==> config.mk <==
export PLATFORM = sky130hd
export DESIGN_NAME = callret_trigger
export DESIGN_NICKNAME = d
export VERILOG_FILES = /design/src/rtl/cr_pkg.sv /design/src/rtl/cr_shadow_rf.sv /design/src/rtl/cr_ret_stack.sv /design/src/rtl/cr_evt_queue.sv /design/src/rtl/callret_trigger.sv
export SDC_FILE = /design/constraint.sdc
export NUM_CORES = 2
export LEC_CHECK = 0
export ABC_AREA = 1
export BUFFER_PORTS_ARGS = -buffer_cell sky130_fd_sc_hd__buf_2
export CAP_MARGIN = 40
export CELL_PAD_IN_SITES_DETAIL_PLACEMENT = 0
export CELL_PAD_IN_SITES_GLOBAL_PLACEMENT = 2
export CORE_MARGIN = 4
export CORE_UTILIZATION = 34
export CTS_CLUSTER_DIAMETER = 120
export DETAILED_ROUTE_END_ITERATION = 8
export GPL_TIMING_DRIVEN = 0
export PLACE_DENSITY_LB_ADDON = 0.15
export RECOVER_POWER = 25
export SLEW_MARGIN = 25
export SYNTH_ARGS = -nofsm -noshare
export SYNTH_HDL_FRONTEND = slang
export SYNTH_SLANG_ARGS = --single-unit
==> constraint.sdc <==
create_clock -name clk -period 10.3 [get_ports clk]
set_clock_uncertainty 0.15 [all_clocks]
set_input_delay 2.06 -clock clk [delete_from_list [all_inputs] [get_ports clk]]
set_output_delay 2.06 -clock clk [all_outputs]
set_load 0.02 [all_outputs]
==> src/rtl/cr_pkg.sv <==
package cr_pkg;
    // Trigger slot kinds (control bit 1)
    typedef enum logic {
        TK_EXACT  = 1'b0,
        TK_RETURN = 1'b1
    } trig_kind_e;

    // Configuration word selector (low two address bits)
    localparam logic [1:0] SEL_CTRL = 2'd0;
    localparam logic [1:0] SEL_PC   = 2'd1;
    localparam logic [1:0] SEL_MASK = 2'd2;
endpackage

==> src/rtl/cr_shadow_rf.sv <==
module cr_shadow_rf #(
    parameter int unsigned XLEN  = 32,
    parameter int unsigned NREG  = 8,
    parameter int unsigned RF_AW = 5
) (
    input  logic                 clk,
    input  logic                 rst_n,
    input  logic                 wb_valid,
    input  logic [RF_AW-1:0]     wb_idx,
    input  logic [XLEN-1:0]      wb_data,
    output logic [NREG*XLEN-1:0] regs_o
);
    typedef struct packed {
        logic [NREG-1:0][XLEN-1:0] r;
    } rf_st_t;

    rf_st_t st_d, st_q;

    always_comb begin
        st_d = st_q;
        for (int i = 1; i < NREG; i++) begin
            if (wb_valid && (wb_idx == RF_AW'(i))) begin
                st_d.r[i] = wb_data;
            end
        end
        st_d.r[0] = '0;
    end

    always_ff @(posedge clk) begin
        if (!rst_n) begin
            st_q <= '0;
        end else begin
            st_q <= st_d;
        end
    end

    assign regs_o = st_q.r;
endmodule

==> src/rtl/cr_ret_stack.sv <==
module cr_ret_stack #(
    parameter int unsigned XLEN  = 32,
    parameter int unsigned DEPTH = 4,
    parameter int unsigned TAG_W = 4
) (
    input  logic             clk,
    input  logic             rst_n,
    input  logic             pc_valid_i,
    input  logic [XLEN-1:0]  pc_i,
    input  logic             push_i,
    input  logic [XLEN-1:0]  push_addr_i,
    input  logic [TAG_W-1:0] push_tag_i,
    output logic             hit_o,
    output logic [TAG_W-1:0] hit_tag_o,
    output logic             ovf_o
);
    localparam int unsigned CW = $clog2(DEPTH + 1);

    typedef struct packed {
        logic [DEPTH-1:0][XLEN-1:0]  addr;
        logic [DEPTH-1:0][TAG_W-1:0] tag;
        logic [CW-1:0]               cnt;
        logic                        ovf;
    } stk_st_t;

    stk_st_t st_d, st_q;
    logic [XLEN-1:0]  top_addr;
    logic [TAG_W-1:0] top_tag;
    logic [CW-1:0]    base;

    always_comb begin
        top_addr = '0;
        top_tag  = '0;
        for (int d = 0; d < DEPTH; d++) begin
            if (st_q.cnt == CW'(d + 1)) begin
                top_addr = st_q.addr[d];
                top_tag  = st_q.tag[d];
            end
        end
        hit_o     = pc_valid_i && (st_q.cnt != '0) && (top_addr == pc_i);
        hit_tag_o = top_tag;

        st_d = st_q;
        base = hit_o ? (st_q.cnt - CW'(1)) : st_q.cnt;
        st_d.cnt = base;
        if (push_i) begin
            if (base == CW'(DEPTH)) begin
                st_d.ovf = 1'b1;
            end else begin
                for (int d = 0; d < DEPTH; d++) begin
                    if (base == CW'(d)) begin
                        st_d.addr[d] = push_addr_i;
                        st_d.tag[d]  = push_tag_i;
                    end
                end
                st_d.cnt = base + CW'(1);
            end
        end
    end

    always_ff @(posedge clk) begin
        if (!rst_n) begin
            st_q <= '0;
        end else begin
            st_q <= st_d;
        end
    end

    assign ovf_o = st_q.ovf;
endmodule

==> src/rtl/cr_evt_queue.sv <==
module cr_evt_queue #(
    parameter int unsigned NTRIG  = 12,
    parameter int unsigned XLEN   = 32,
    parameter int unsigned NREG   = 8,
    parameter int unsigned DCNT_W = 8
) (
    input  logic                    clk,
    input  logic                    rst_n,
    input  logic [NTRIG-1:0]        hits_i,
    input  logic [XLEN-1:0]         pc_i,
    input  logic [NREG*XLEN-1:0]    regs_i,
    input  logic                    ready_i,
    output logic                    valid_o,
    output logic [$clog2(NTRIG)-1:0] trig_o,
    output logic [XLEN-1:0]         pc_o,
    output logic [NREG*XLEN-1:0]    regs_o,
    output logic [DCNT_W-1:0]       drop_o
);
    localparam int unsigned TIDX_W = $clog2(NTRIG);
    localparam int unsigned PC_W   = $clog2(NTRIG + 1);
    localparam int unsigned SUM_W  = DCNT_W + PC_W;

    typedef struct packed {
        logic [NTRIG-1:0]     pend;
        logic [XLEN-1:0]      pc;
        logic [NREG*XLEN-1:0] regs;
        logic [DCNT_W-1:0]    drop;
    } q_st_t;

    q_st_t st_d, st_q;
    logic [TIDX_W-1:0] sel;
    logic [NTRIG-1:0]  left;
    logic [PC_W-1:0]   nhits;
    logic [SUM_W-1:0]  sum;

    always_comb begin
        sel = '0;
        for (int i = NTRIG - 1; i >= 0; i--) begin
            if (st_q.pend[i]) sel = TIDX_W'(i);
        end
        valid_o = |st_q.pend;

        left = st_q.pend;
        if (valid_o && ready_i) begin
            for (int i = 0; i < NTRIG; i++) begin
                if (sel == TIDX_W'(i)) left[i] = 1'b0;
            end
        end

        nhits = '0;
        for (int i = 0; i < NTRIG; i++) begin
            nhits = nhits + PC_W'(hits_i[i]);
        end
        sum = SUM_W'(st_q.drop) + SUM_W'(nhits);

        st_d      = st_q;
        st_d.pend = left;
        if (hits_i != '0) begin
            if (left == '0) begin
                st_d.pend = hits_i;
                st_d.pc   = pc_i;
                st_d.regs = regs_i;
            end else if (sum > SUM_W'({DCNT_W{1'b1}})) begin
                st_d.drop = '1;
            end else begin
                st_d.drop = sum[DCNT_W-1:0];
            end
        end
    end

    always_ff @(posedge clk) begin
        if (!rst_n) begin
            st_q <= '0;
        end else begin
            st_q <= st_d;
        end
    end

    assign trig_o = sel;
    assign pc_o   = st_q.pc;
    assign regs_o = st_q.regs;
    assign drop_o = st_q.drop;
endmodule

==> src/rtl/callret_trigger.sv <==
module callret_trigger #(
    parameter int unsigned     XLEN      = 32,
    parameter int unsigned     NREG      = 8,
    parameter int unsigned     NTRIG     = 12,
    parameter int unsigned     STK_DEPTH = 4,
    parameter int unsigned     DCNT_W    = 8,
    parameter int unsigned     GID_W     = 8,
    parameter int unsigned     RF_AW     = 5,
    parameter logic [GID_W-1:0] GEN_ID   = 8'h2A
) (
    input  logic                       clk,
    input  logic                       rst_n,
    input  logic                       cfg_we,
    input  logic [$clog2(NTRIG)+1:0]   cfg_addr,
    input  logic [XLEN-1:0]            cfg_wdata,
    input  logic                       rt_valid,
    input  logic [XLEN-1:0]            rt_pc,
    input  logic [XLEN-1:0]            rt_link,
    input  logic                       wb_valid,
    input  logic [RF_AW-1:0]           wb_idx,
    input  logic [XLEN-1:0]            wb_data,
    output logic                       evt_valid,
    input  logic                       evt_ready,
    output logic [GID_W-1:0]           evt_gen_id,
    output logic [$clog2(NTRIG)-1:0]   evt_trig,
    output logic [XLEN-1:0]            evt_pc,
    output logic [NREG*XLEN-1:0]       evt_regs,
    output logic [DCNT_W-1:0]          drop_count,
    output logic                       stk_overflow
);
    import cr_pkg::*;

    localparam int unsigned TIDX_W = $clog2(NTRIG);

    typedef struct packed {
        logic            en;
        trig_kind_e      kind;
        logic [XLEN-1:0] pc;
        logic [NREG-1:0] mask;
    } slot_cfg_t;

    typedef struct packed {
        slot_cfg_t [NTRIG-1:0] slot;
    } top_st_t;

    top_st_t st_d, st_q;

    logic [TIDX_W-1:0]    widx;
    logic [1:0]           wsel;
    logic [NTRIG-1:0]     exact_hit;
    logic [NTRIG-1:0]     entry_hit;
    logic [NTRIG-1:0]     hits;
    logic                 push;
    logic [TIDX_W-1:0]    push_tag;
    logic                 ret_hit;
    logic [TIDX_W-1:0]    ret_tag;
    logic [NREG*XLEN-1:0] shadow;
    logic [NREG*XLEN-1:0] raw_regs;
    logic [NREG-1:0]      out_mask;

    // Configuration bank
    always_comb begin
        widx = cfg_addr[TIDX_W+1:2];
        wsel = cfg_addr[1:0];
        st_d = st_q;
        for (int i = 0; i < NTRIG; i++) begin
            if (cfg_we && (widx == TIDX_W'(i))) begin
                case (wsel)
                    SEL_CTRL: begin
                        st_d.slot[i].en   = cfg_wdata[0];
                        st_d.slot[i].kind = trig_kind_e'(cfg_wdata[1]);
                    end
                    SEL_PC:   st_d.slot[i].pc   = cfg_wdata;
                    SEL_MASK: st_d.slot[i].mask = cfg_wdata[NREG-1:0];
                    default: ;
                endcase
            end
        end
    end

    always_ff @(posedge clk) begin
        if (!rst_n) begin
            st_q <= '0;
        end else begin
            st_q <= st_d;
        end
    end

    // Comparators, one pair per slot
    for (genvar g = 0; g < NTRIG; g++) begin : g_cmp
        logic pc_eq;
        assign pc_eq        = rt_valid && st_q.slot[g].en && (st_q.slot[g].pc == rt_pc);
        assign exact_hit[g] = pc_eq && (st_q.slot[g].kind == TK_EXACT);
        assign entry_hit[g] = pc_eq && (st_q.slot[g].kind == TK_RETURN);
    end

    always_comb begin
        push     = |entry_hit;
        push_tag = '0;
        for (int i = NTRIG - 1; i >= 0; i--) begin
            if (entry_hit[i]) push_tag = TIDX_W'(i);
        end
        hits = exact_hit;
        for (int i = 0; i < NTRIG; i++) begin
            if (ret_hit && (ret_tag == TIDX_W'(i)) && st_q.slot[i].en) begin
                hits[i] = 1'b1;
            end
        end
    end

    cr_ret_stack #(
        .XLEN  (XLEN),
        .DEPTH (STK_DEPTH),
        .TAG_W (TIDX_W)
    ) u_stack (
        .clk         (clk),
        .rst_n       (rst_n),
        .pc_valid_i  (rt_valid),
        .pc_i        (rt_pc),
        .push_i      (push),
        .push_addr_i (rt_link),
        .push_tag_i  (push_tag),
        .hit_o       (ret_hit),
        .hit_tag_o   (ret_tag),
        .ovf_o       (stk_overflow)
    );

    cr_shadow_rf #(
        .XLEN  (XLEN),
        .NREG  (NREG),
        .RF_AW (RF_AW)
    ) u_shadow (
        .clk      (clk),
        .rst_n    (rst_n),
        .wb_valid (wb_valid),
        .wb_idx   (wb_idx),
        .wb_data  (wb_data),
        .regs_o   (shadow)
    );

    cr_evt_queue #(
        .NTRIG  (NTRIG),
        .XLEN   (XLEN),
        .NREG   (NREG),
        .DCNT_W (DCNT_W)
    ) u_queue (
        .clk     (clk),
        .rst_n   (rst_n),
        .hits_i  (hits),
        .pc_i    (rt_pc),
        .regs_i  (shadow),
        .ready_i (evt_ready),
        .valid_o (evt_valid),
        .trig_o  (evt_trig),
        .pc_o    (evt_pc),
        .regs_o  (raw_regs),
        .drop_o  (drop_count)
    );

    // Per-slot register-select mask applied on the way out
    always_comb begin
        out_mask = '0;
        for (int i = 0; i < NTRIG; i++) begin
            if (evt_trig == TIDX_W'(i)) out_mask = st_q.slot[i].mask;
        end
    end

    for (genvar r = 0; r < NREG; r++) begin : g_mask
        assign evt_regs[r*XLEN +: XLEN] = out_mask[r] ? raw_regs[r*XLEN +: XLEN] : '0;
    end

    assign evt_gen_id = GEN_ID;
endmodule

* Word-level counts from Yosys, hierarchy flattened
Index checks and enable logic that the tools add are counted.
** Word-level totals
- Bits in registers :: 1184
- Latch bits :: 0
- Bits in writable memories :: 0
- Bits in read-only memories :: 0
- Input bits :: 145
- Output and inout port bits :: 310
- Memories :: 0
** Cells by class
- $add $sub $neg :: 14
- $mul :: 0
- Divide/modulo/power cells :: 0
- Order comparisons :: 1
- Eq/ne operators :: 63
- Shift-type cells :: 0
- Mux-type cells :: 85
- Bitwise operators :: 14
- Reduce and logical (&&, ||, !) cells :: 147
** Operators by type and width (number)
- $eq 32x32->1 :: 13
- $mux 32 :: 12
- $mux 308 :: 1
- $mux 300 :: 1
- $mux 4 :: 29
- $mux 8 :: 14
- $logic_and 1x1->1 :: 94
- $reduce_and 2->1 :: 39
- $eq 4x3->1 const B :: 12
- $eq 4x4->1 const B :: 12
- $add 4x1->4 :: 10
- $mux 1 :: 25
- $eq 4x2->1 const B :: 6
- $reduce_or 12->1 :: 2
- $eq 5x3->1 const B :: 4
- $not 1->1 :: 14
- $eq 3x2->1 const B :: 4
- $eq 4x1->1 const B :: 3
- $gt 12x8->1 const B :: 1
- $logic_not 12->1 :: 1
- $logic_not 4->1 :: 3
- $mux 12 :: 1
- $reduce_and 3->1 :: 4
- $reduce_bool 12->1 :: 1
- other kinds (14) :: 18

* Longest topological paths before layout
- Depth after elaboration :: 26
- Depth in mapped cells :: 42
- Depth with buffers taken out :: 40

* By module
From an unflattened synthesis, not the netlist that was laid out.
** Unflattened totals
- Cells, all modules :: 9418
- Area, all modules :: 60563.1 µm²
** Modules (own cells, without submodules)
- callret_trigger :: instances 1, cells each 3900, area each 25818.5 µm², seq. area each 10089.7 µm²
- cr_evt_queue :: instances 1, cells each 2359, area each 15791.4 µm², seq. area each 6165.9 µm²
- cr_shadow_rf :: instances 1, cells each 1716, area each 10551.4 µm², seq. area each 4484.3 µm²
- cr_ret_stack :: instances 1, cells each 1443, area each 8401.8 µm², seq. area each 2962.8 µm²

* Worst setup path after synthesis
Ideal clock, no wire load.
- Kind :: input-to-reg
- From :: input port rt_pc[21]
- To :: register u_queue.st_q (netlist bit u_queue.drop_o[7])
- Setup time :: 110 ps
- Arrival :: 7629 ps
- Slack :: 2411 ps
- Stages :: 32
- Path buffers :: 3
- Path through :: clkbuf_1 > inv_2 > clkbuf_1 > nand2_1 > nand2_1 > nor2_1 > nand2_1 > nor2_1 > nand3_1 > nor2_1 > clkbuf_1 > nand4_1 > nand2_1 > ha_1 > inv_1 > fa_1 > fa_1 > fa_1 > fa_1 > fa_1 > xnor2_1 > ha_1 > nand3_1 > and2_1 > inv_1 > a21oi_1 > nor2_1 > nand4_1 > nand2_1 > nand3_1 > nand2_1 > inv_1
** Between the ends
- Longest elaborated chain between the ends :: 19
** Ends and longest elaborated chain
- start, declared :: line callret_trigger.sv:17 : input logic [XLEN-1:0] rt_pc,
- $eq 32x32->1 :: line cr_ret_stack.sv:40 : hit_o = pc_valid_i && (st_q.cnt != '0) && (top_addr == pc_i);
- $logic_and 1x1->1 :: line cr_ret_stack.sv:40
- $logic_and 1x1->1 (2 in series) :: line callret_trigger.sv:105 : if (ret_hit && (ret_tag == TIDX_W'(i)) && st_q.slot[i].en) begin
- $mux 1 :: line callret_trigger.sv:105
- $add 1x1->2 :: line cr_evt_queue.sv:52 : nhits = nhits + PC_W'(hits_i[i]);
- $add 4x1->4 (10 in series) :: line cr_evt_queue.sv:52
- $add 8x4->9 :: line cr_evt_queue.sv:54 : sum = SUM_W'(st_q.drop) + SUM_W'(nhits);
- $gt 12x8->1 :: line cr_evt_queue.sv:63 : end else if (sum > SUM_W'({DCNT_W{1'b1}})) begin
- $mux 8 :: line cr_evt_queue.sv:63
- end signal, assigned :: line cr_evt_queue.sv:75 : st_q <= st_d;
- end, declared :: line cr_evt_queue.sv:30 : q_st_t st_d, st_q;
Several ways; a longest one is shown, not always the timed one.
A chain may end at the register's enable or synchronous reset.

* Worst setup path after layout
- From :: input port rt_pc[31]
- To :: register u_queue.st_q (netlist bit u_queue.drop_o[7])
The elaborated chain is that of the path after synthesis.

==> impl_metrics.csv <==
group,metric,value,unit
outcome,status,"finished with violations",
job,drv_cap,1,
routing,wire_per_inst,28.28,um
worst_setup_path,cp_slowest_stage_delay,0.64,ns
clock_network,root_buffer,"clkbuf_16",
pwr,total_power,10.44,mW
routing,first_iter_violations,6491,
worst_setup_path,crit_path_start_kind,"input port",
routing,num_vias,57000,
pwr,clkPwrFrac,48.7,%
clock_network,cts.sinks,1140,
pwr,peakVddDrop,0.0001558,V
floorplanning,core,152600,um^2
floorplanning,die_x,400.9,um
grt,grt.total_usage,34.77,%
worst_setup_path,worstSetupPathType,"in2reg",
sta,max_slew_margin,-6.529,%
floorplanning,initial_core_util,34.38,%
floorplanning,ioPinCount,455,
pwr,power_switching,2.823,mW
clock_network,clk_latency,0.78,ns
pwr,p_seq_share,42.6,%
pwr,p_comb_share,8.7,%
sta,slew_viol_final,11,
synthesis,ys_ff_latch,1140,
routing,via_per_inst,5.491,
grt,grt_overflow,0,
synthesis,async_flop_share,0,%
worst_setup_path,worstPathMaxFanout,10,
clock_network,numCtsBuffers,140,
synthesis,ys.flop_type,"dfxtp_1",
synthesis,synth_edf_count,0,
placement,hpwl,224.1,mm
synthesis,syn_area,52480,um^2
clock_network,hold_buffers,0,
worst_setup_path,worstSetupEndpointType,"register",
final_layout,finalInstanceArea,63230,um^2
outcome,violations,"capacitance limit, slew limit",
routing,drcViolationCount,0,
sta,worst_slew_pin_slew,1.598,ns
final_layout,nets,8398,
sta,max_freq,0.1054,GHz
placement,place_inst,10110,
synthesis,netlist_instances,7573,
clock_network,cts_buffer_depth,3,
synthesis,yosysSeqAreaShare,43.49,%
worst_setup_path,path_common_cell,"fa_1",
worst_setup_path,cp.arrival,9.98,ns
final_layout,drive_gt1_share,11.14,%
sta,rsz0062_at_grt,"false",
sta,finalSetupViolCount,0,
clock_network,cts_setup_buffers,0,
routing,wl,293.5,mm
worst_setup_path,cp_slowest_cell,"nor3_1",
worst_hold_path,hold_class,"reg2reg",
sta,fin_crit,9.486,ns
floorplanning,die-area,160700,um^2
grt,grt_max_degree,17,
pwr,power_leakage,25.87,nW
synthesis,yosysTopAreaCell,"dfxtp_1",
synthesis,synth_most_common_cell,"nor2_1",
sta,finalCritPeriodShare,92.10,%
placement,portBuffers,395,
synthesis,synth.top_cell.area_share,43.49,%
routing,final_antenna_net_count,0,
clock_network,htree_levels,4,
grt,antenna_found_initial,36,
synthesis,ys_top_cells_by_count,"1209 x nor2_1, 1140 x dfxtp_1, 1065 x o21ai_0",
final_layout,final-instance-count-excl-fill,10380,
grt,grt_pass1_vias,52620,
placement,gp_congestion,1.003,
final_layout,synthToLayoutAreaGrowth,20.49,%
pwr,p_int,7.615,mW
synthesis,synthTopCellsByArea,"dfxtp_1 43%, o21ai_0 10%, nor2_1 8.6%",
grt,grt_first_pass_wirelength,401.7,mm
clock_network,cts-resized-gates,0,
pwr,power_density,165.1,nW/um^2
routing,drtPass1Iterations,6,
synthesis,yosys_warnings,0,
synthesis,yosysUniqueCellTypes,54,
pwr,swShare,27.04,%
worst_setup_path,required,10.80,ns
floorplanning,die_y,400.9,um
sta,whs,0.2921,ns
final_layout,nFillCells,16440,
clock_network,clkSlewWorstSetupHoldPaths,0.06,ns
sta,tns,0,ns
placement,place_area,58600,um^2
synthesis,postSynthAreaPerCell,6.930,um^2
clock_network,cts_tree,"built",
floorplanning,num_rows,143,
sta,finalHoldViolCount,0,
## power groups by stage
stage / clock [mW] / combinational [mW] / sequential [mW]
floorplan: 0 / 0.343 / 4.54
global placement: 0 / 0.799 / 4.54
detailed placement: 0 / 0.858 / 4.54
CTS: 5.14 / 0.860 / 4.45
global route: 5.29 / 0.913 / 4.45
finish: 5.08 / 0.904 / 4.45
## cell families after synthesis
| group | share of synthesized area, % |
|---|---|
| compound gates | 21.09 |
| simple gates | 21.94 |
| other cells | 0.01431 |
| fa+ha+maj | 0.7582 |
| buf+inv | 10.79 |
| xor+xnor | 1.917 |
| flops | 43.49 |
## critical path: cells and delay by family
kind,cells,cell delay [ns]
adder cells (fa/ha/maj),6,2.82
AO/OA/AOI/OAI,1,0.06
buffers and inverters,7,2.14
AND/OR/NAND/NOR,14,2.71
XOR/XNOR,1,0.14
## per-layer routing
metal / global-route usage [%] / part of all wire [%] / wire (um)
met1: 47.11 / 43 / 126200
met2: 51.72 / 42 / 123100
met3: 8.617 / 9.7 / 28390
met4: 16.42 / 5.3 / 15700
met5: 0.7731 / 0.060 / 175
## metrics by stage
stage	worst slack [ns]	utilization, %
final	0.8141	41.43
after global routing	0.5168	41.40
after CTS	1.064	41.44
after detailed placement	0.2638	38.39
after global placement	-0.4691	37.44
after floorplan	2.411	-
## registers in the layout, indices dropped and copies added, names as in the netlist
signal and flops:
u_queue.st_q 12, st_q 492, u_stack.ovf_o 1, u_queue.drop_o 8, u_shadow.regs_o 224, u_stack.st_q 147
u_queue.pc_o 32, u_queue.regs_o 224
## placed cells by master, fill, tap and decap left out, types with 7 or more instances in the layout
| cell type | count |
|---|---|
| nor2_1 | 1207 |
| dfxtp_1 | 1140 |
| o21ai_0 | 1065 |
| nand2_1 | 917 |
| a21oi_1 | 794 |
| inv_1 | 790 |
| clkbuf_1 | 432 |
| buf_2 | 426 |
| nand3_1 | 274 |
| clkbuf_16 | 145 |
| nand4_1 | 126 |
| o21ai_1 | 125 |
| buf_4 | 86 |
| o22ai_1 | 80 |
| clkbuf_2 | 75 |
| nor4_1 | 73 |
| xor2_1 | 65 |
| nor3_1 | 63 |
| xnor2_1 | 48 |
| conb_1 | 40 |
| or2_2 | 39 |
| clkbuf_8 | 32 |
| o2111ai_1 | 25 |
| buf_6 | 24 |
| buf_16 | 23 |
| diode_2 | 20 |
| ha_1 | 19 |
| nor3b_1 | 18 |
| inv_2 | 14 |
| clkinv_2 | 14 |
| a211oi_1 | 14 |
| a221oi_1 | 13 |
| buf_12 | 13 |
| clkinv_1 | 10 |
| buf_8 | 9 |
| nand3b_1 | 8 |
| fa_1 | 8 |
| buf_1 | 7 |
## final timing paths
| kind | endpoint | slack, ns | from | depth (start not counted) |
|---|---|---|---|---|
| max | u_queue.drop_o[7] | 0.81 | rt_pc[31] | 29 |
| min | st_q[380] | 0.29 | st_q[380] | 2 |
| max reg2reg | u_queue.drop_o[7] | 1.71 | u_stack.st_q[1] | 38 |
| min reg2reg | st_q[380] | 0.29 | st_q[380] | 2 |
## area by class of cell
| cell class | count | area [um^2] | area share, % |
|---|---|---|---|
| antenna | 20 | 50.05 | 0.07915 |
| buffer | 585 | 2703 | 4.274 |
| clock buffer | 214 | 4208 | 6.655 |
| clock inverter | 31 | 432.9 | 0.6847 |
| inverter | 817 | 3070 | 4.856 |
| multi-input combinational | 5069 | 24150 | 38.19 |
| sequential | 1140 | 22820 | 36.09 |
| tap | 2030 | 2540 | 4.017 |
| timing repair buffer | 473 | 3258 | 5.153 |
Power figures use the tool's default switching activity.
